## src/rtl/cmd_reg_buf_pkg.sv

```systemverilog
package cmd_reg_buf_pkg;
  // Edge count from capture to result in back mode; also the data-parity delay line depth.
  localparam int BACK_LAT = 3;

  typedef enum logic {
    MODE_SOLO = 1'b0,
    MODE_BACK = 1'b1
  } mode_e;
endpackage

```

## src/rtl/rcb_data_reg.sv

```systemverilog
module rcb_data_reg #(
  parameter int DW     = 14,
  parameter int COPIES = 2
) (
  input  logic                       clk,
  input  logic                       rst,
  input  logic                       freeze,
  input  logic [DW-1:0]              d,
  output logic [COPIES-1:0][DW-1:0]  q
);
  // One register bank per output copy so each copy can sit near its load.
  for (genvar i = 0; i < COPIES; i++) begin : g_copy
    always_ff @(posedge clk) begin
      if (rst)
        q[i] <= '0;
      else if (!freeze)
        q[i] <= d;
    end
  end
endmodule

```

## src/rtl/rcb_parity_pipe.sv

```systemverilog
module rcb_parity_pipe
  import cmd_reg_buf_pkg::*;
#(
  parameter int DW = 14
) (
  input  logic          clk,
  input  logic          rst,
  input  logic          mode_back,
  input  logic [DW-1:0] d,
  input  logic          par_in,
  output logic          res_ppo
);
  // Word parity and a valid bit, delayed once per edge after capture.
  logic [BACK_LAT-1:0] dpar_sr;
  logic [BACK_LAT-1:0] vld_sr;
  // Standalone stage: word parity merged with the parity bit one edge later.
  logic                sum_q;
  logic                sum_vld;

  always_ff @(posedge clk) begin
    if (rst) begin
      dpar_sr <= '0;
      vld_sr  <= '0;
      sum_q   <= 1'b0;
      sum_vld <= 1'b0;
    end else begin
      dpar_sr <= {dpar_sr[BACK_LAT-2:0], ^d};
      vld_sr  <= {vld_sr[BACK_LAT-2:0], 1'b1};
      sum_q   <= dpar_sr[0] ^ par_in;
      sum_vld <= vld_sr[0];
    end
  end

  // Back mode merges the late parity bit on the output edge itself.
  always_comb begin
    if (mode_back == MODE_BACK)
      res_ppo = (dpar_sr[BACK_LAT-1] ^ par_in) & vld_sr[BACK_LAT-1];
    else
      res_ppo = sum_q & sum_vld;
  end
endmodule

```

## src/rtl/rcb_err_out.sv

```systemverilog
module rcb_err_out #(
  parameter int ERR_HOLD = 2
) (
  input  logic clk,
  input  logic rst,
  input  logic freeze,
  input  logic res_ppo,
  output logic ppo,
  output logic err_n
);
  localparam int CW = $clog2(ERR_HOLD + 1);

  logic [CW-1:0] hold_cnt;

  always_ff @(posedge clk) begin
    if (rst) begin
      ppo      <= 1'b0;
      err_n    <= 1'b1;
      hold_cnt <= '0;
    end else if (!freeze) begin
      ppo <= res_ppo;
      if (res_ppo) begin
        err_n    <= 1'b0;
        hold_cnt <= CW'(ERR_HOLD - 1);
      end else if (hold_cnt != '0) begin
        err_n    <= 1'b0;
        hold_cnt <= hold_cnt - 1'b1;
      end else begin
        err_n <= 1'b1;
      end
    end
  end
endmodule

```

## src/rtl/cmd_reg_buf.sv

```systemverilog
module cmd_reg_buf #(
  parameter int DATA_W   = 14,
  parameter int ERR_HOLD = 2
) (
  input  logic              clk,
  input  logic              rst,
  input  logic              mode_back,
  input  logic              sel_a,
  input  logic              sel_b,
  input  logic [DATA_W-1:0] d,
  input  logic              par_in,
  output logic [DATA_W-1:0] q_a,
  output logic [DATA_W-1:0] q_b,
  output logic              ppo,
  output logic              err_n
);
  localparam int COPIES = 2;

  logic                          freeze;
  logic                          res_ppo;
  logic [COPIES-1:0][DATA_W-1:0] q_copies;

  assign freeze = sel_a & sel_b;

  rcb_data_reg #(.DW(DATA_W), .COPIES(COPIES)) u_data (
    .clk    (clk),
    .rst    (rst),
    .freeze (freeze),
    .d      (d),
    .q      (q_copies)
  );

  rcb_parity_pipe #(.DW(DATA_W)) u_par (
    .clk       (clk),
    .rst       (rst),
    .mode_back (mode_back),
    .d         (d),
    .par_in    (par_in),
    .res_ppo   (res_ppo)
  );

  rcb_err_out #(.ERR_HOLD(ERR_HOLD)) u_err (
    .clk     (clk),
    .rst     (rst),
    .freeze  (freeze),
    .res_ppo (res_ppo),
    .ppo     (ppo),
    .err_n   (err_n)
  );

  assign q_a = q_copies[0];
  assign q_b = q_copies[1];
endmodule

```

## config.mk

```make
export PLATFORM = sky130hd
export DESIGN_NAME = cmd_reg_buf
export DESIGN_NICKNAME = d
export VERILOG_FILES = /design/src/rtl/cmd_reg_buf_pkg.sv /design/src/rtl/rcb_data_reg.sv /design/src/rtl/rcb_parity_pipe.sv /design/src/rtl/rcb_err_out.sv /design/src/rtl/cmd_reg_buf.sv
export SDC_FILE = /design/constraint.sdc
export NUM_CORES = 1
export LEC_CHECK = 0
export BUFFER_PORTS_ARGS = -buffer_cell sky130_fd_sc_hd__buf_2
export CAP_MARGIN = 20
export CORE_MARGIN = 2
export CORE_UTILIZATION = 49
export DETAILED_ROUTE_END_ITERATION = 7
export PLACE_DENSITY_LB_ADDON = 0.2
export SETUP_SLACK_MARGIN = 0.5
export SKIP_LAST_GASP = 1
export SLEW_MARGIN = 40
export SYNTH_ARGS = -nofsm -noshare
export SYNTH_HDL_FRONTEND = slang
export SYNTH_SLANG_ARGS = --single-unit
```

## constraint.sdc

```tcl
create_clock -name clk -period 2.8 [get_ports clk]
set_input_delay 0.56 -clock clk [delete_from_list [all_inputs] [get_ports clk]]
set_output_delay 0.56 -clock clk [all_outputs]
set_load 0.01 [all_outputs]
```

==> flow_metrics.tcl <==
set metrics [dict create \
    outcome "completed" \
    wire_per_inst_microns 10.6 \
    cp_max_fo 2 \
    cts_inserted_buffers 3 \
    endpoint_kind "register" \
    ys_seq_elements 25 \
    grt_overflow 0 \
    ys_top_cells_by_count "nand2_1, dfxtp_1, a21oi_1" \
    cts_setup_buffers 0 \
    path_cells "buf_2, xnor2_1, xnor3_1, xnor3_1, nor2_1" \
    gp_congestion 0.671 \
    cts_root_buf "clkbuf_4" \
    fin_skew_ps 5.37 \
    portBuffers 49 \
    worstSetupPathType "in -> reg" \
    synth_fa_ha_area_frac 0.0115 \
    rr_worst_depth 4 \
    dp_cells 184 \
    initial_utilization 0.507 \
    critical_path_depth 5 \
    grt_use_total 0.156 \
    min_period_ps 1460 \
    synth_area_leader_cell "dfxtp_1" \
    clk_path_buf_depth 2 \
    ctsResizeCount 0 \
    synth_xor_area_frac 0.130 \
    clock-sinks 25 \
    die-area_sq_um 2610 \
    fmaxAchievable_mhz 687 \
    syn-num-nets 147 \
    muxShareOfSynthArea 0 \
    htreeDepth 1 \
    synth-edff-count 0 \
    final_cells 188 \
    synthSimpleGateAreaFrac 0.159 \
    synth_area_leaders "dfxtp_1, nand2_1, buf_4" \
    fp.dieH_microns 51.1 \
    dr.pass1.iters 4 \
    synth-async-reset-ratio 0 \
    finalHoldViolCount 0 \
    final_nets 182 \
    cts_hold_buf 0 \
    yosysMostFrequentCell "nand2_1" \
    slew_violations 0 \
    required_ps 2990 \
    grt_pass1_wl_microns 3020 \
    grt_max_degree 24 \
    yosys_warnings 0 \
    vias_per_cell 4.72 \
    via_count 888 \
    die_w_microns 51.1 \
    synth_area_per_cell_sq_um 8.64 \
    synth_compound_area_frac 0.113 \
    cpMaxStageDelayCell "xnor3_1" \
    synth_top_cell_area_share 0.460 \
    drcViolationCount 0 \
    antenna_left 0 \
    diodes 0 \
    drv_cap 0 \
    cp_common_cell "xnor3_1" \
    grt_pass1_vias 749 \
    grt_setup_unrepaired "false" \
    syn2layout_area_growth_pct 16.8 \
    worst_slew_margin_rel 0.584 \
    cpLargestDelayFamily "XOR/XNOR gates" \
    coreArea_sq_um 2150 \
    crit_buf_inv 1 \
    yosysSeqAreaShare 0.460 \
    hp-class "reg -> reg" \
    synthDistinctLibCells 19 \
    ioPinCount 50 \
    fin_hold_ws_ps 451 \
    max_stage_delay_ps 400 \
    fin_setup_tns_ps 0 \
    syn_inst 126 \
    setup_violations 0 \
    insertion_delay_ps 310 \
    worstMarginPinSlew_ps 624 \
    synth_area_sq_um 1090 \
    antenna_found_initial 0 \
    vdd_drop_max_v 0.000384 \
    p_leak_nw 0.637 \
    drt-initial-drc-count 10 \
    path_clk_slew_ps 130 \
    min_path_cells 1 \
    ys.flop_type "dfxtp_1" \
    final_layout_size_suffix_gt1_frac 0.325 \
    tritoncts "yes" \
    finalCritPeriodShare 0.520 \
    powerDensity_nw_per_um2 629 \
    routed_wl_microns 1990 \
    synth_top_family_by_area "simple AND/OR/NAND/NOR gates" \
    placementRows 17 \
    critPathArrivalTime_ps 1650 \
    cp-start-kind "primary input" \
    hpwlAfterDp_microns 1470 \
]
[flip-flops by register name, summed over array words and instances (netlist names)]
| signal | flops |
|---|---|
| u_par.sum_q | 1 |
| u_data.q | 14 |
| u_par.vld_sr | 3 |
| u_err.err_n | 1 |
| u_err.hold_cnt | 2 |
| u_par.dpar_sr | 3 |
| u_err.ppo | 1 |
[cell type report]
type	instances	area, sq um
fill	203	877
sequential	25	500
multi-input combinational	78	449
timing repair buffer	49	245
tap	28	35.0
clock buffer	4	26.3
inverter	4	15.0
[worst register-to-register path, cell delays in order, from the launching register on]
cell	delay [ps]
dfxtp_1	330
and3b_1	170
a31oi_1	350
a21oi_1	160
o21a_1	200
[path summary, 6_finish.rpt]
path / from / to / slack (ps)
hold / removal: u_par.dpar_sr[1]$_SDFF_PP0_ / u_par.dpar_sr[2]$_SDFF_PP0_ / 450
setup / recovery: d[12] / u_par.dpar_sr[0]$_SDFF_PP0_ / 1340
setup reg to reg: u_par.vld_sr[1]$_SDFF_PP0_ / u_err.hold_cnt[0]$_SDFFE_PP0P_ / 1510
hold reg to reg: u_par.dpar_sr[1]$_SDFF_PP0_ / u_par.dpar_sr[2]$_SDFF_PP0_ / 450
[metal layers]
metal,global-route usage,routed length (microns),vias up
met1,0.180,837,403
met3,0.0263,126,2
li1,-,-,455
met4,0.0811,17,0
met2,0.275,1010,28
met5,0,0,-
[cell usage in the layout, fill, tap and decap left out]
cell type | synthesis | final
a41oi_1 | 1 | 1
a21oi_1 | 17 | 17
nor2b_1 | 4 | 4
nor2_1 | 4 | 4
xnor3_1 | 2 | 2
buf_2 | 0 | 49
inv_1 | 4 | 4
clkbuf_1 | 5 | 1
a31oi_1 | 1 | 1
clkbuf_4 | 0 | 3
dfxtp_1 | 25 | 25
nand2_1 | 30 | 30
o21ai_0 | 3 | 3
and3b_1 | 1 | 1
xor2_1 | 1 | 1
ha_1 | 1 | 1
nor3_1 | 1 | 1
and2_1 | 1 | 1
xnor2_1 | 10 | 10
o21a_1 | 1 | 1
[per-stage QoR]
stage	util	cell area [sq um]	setup WS [ps]	total power [mW]
floorplan	-	1090	1210	0.602
global placement	0.579	1240	1060	0.646
detailed placement	0.579	1240	1000	0.657
CTS	0.592	1270	1340	0.813
global route	0.592	1270	1320	0.852
finish	0.592	1270	1340	0.799
[logic make-up (layout without fill, tap and decap cells)]
| family | after synthesis | after routing |
|---|---|---|
| fa+ha+maj | 1 | 1 |
| simple gates | 41 | 41 |
| compound gates | 23 | 23 |
| flops | 25 | 25 |
| xor+xnor | 13 | 13 |
| buf+inv | 23 | 57 |
[power breakdown]
part | switching (mW) | internal, mW | leakage [nW] | total (mW)
Sequential | 0.0238 | 0.403 | 0.207 | 0.427
Combinational | 0.107 | 0.112 | 0.415 | 0.219
Clock | 0.0969 | 0.0555 | 0.0150 | 0.152
Note: power is estimated with default switching activity, not from simulation.
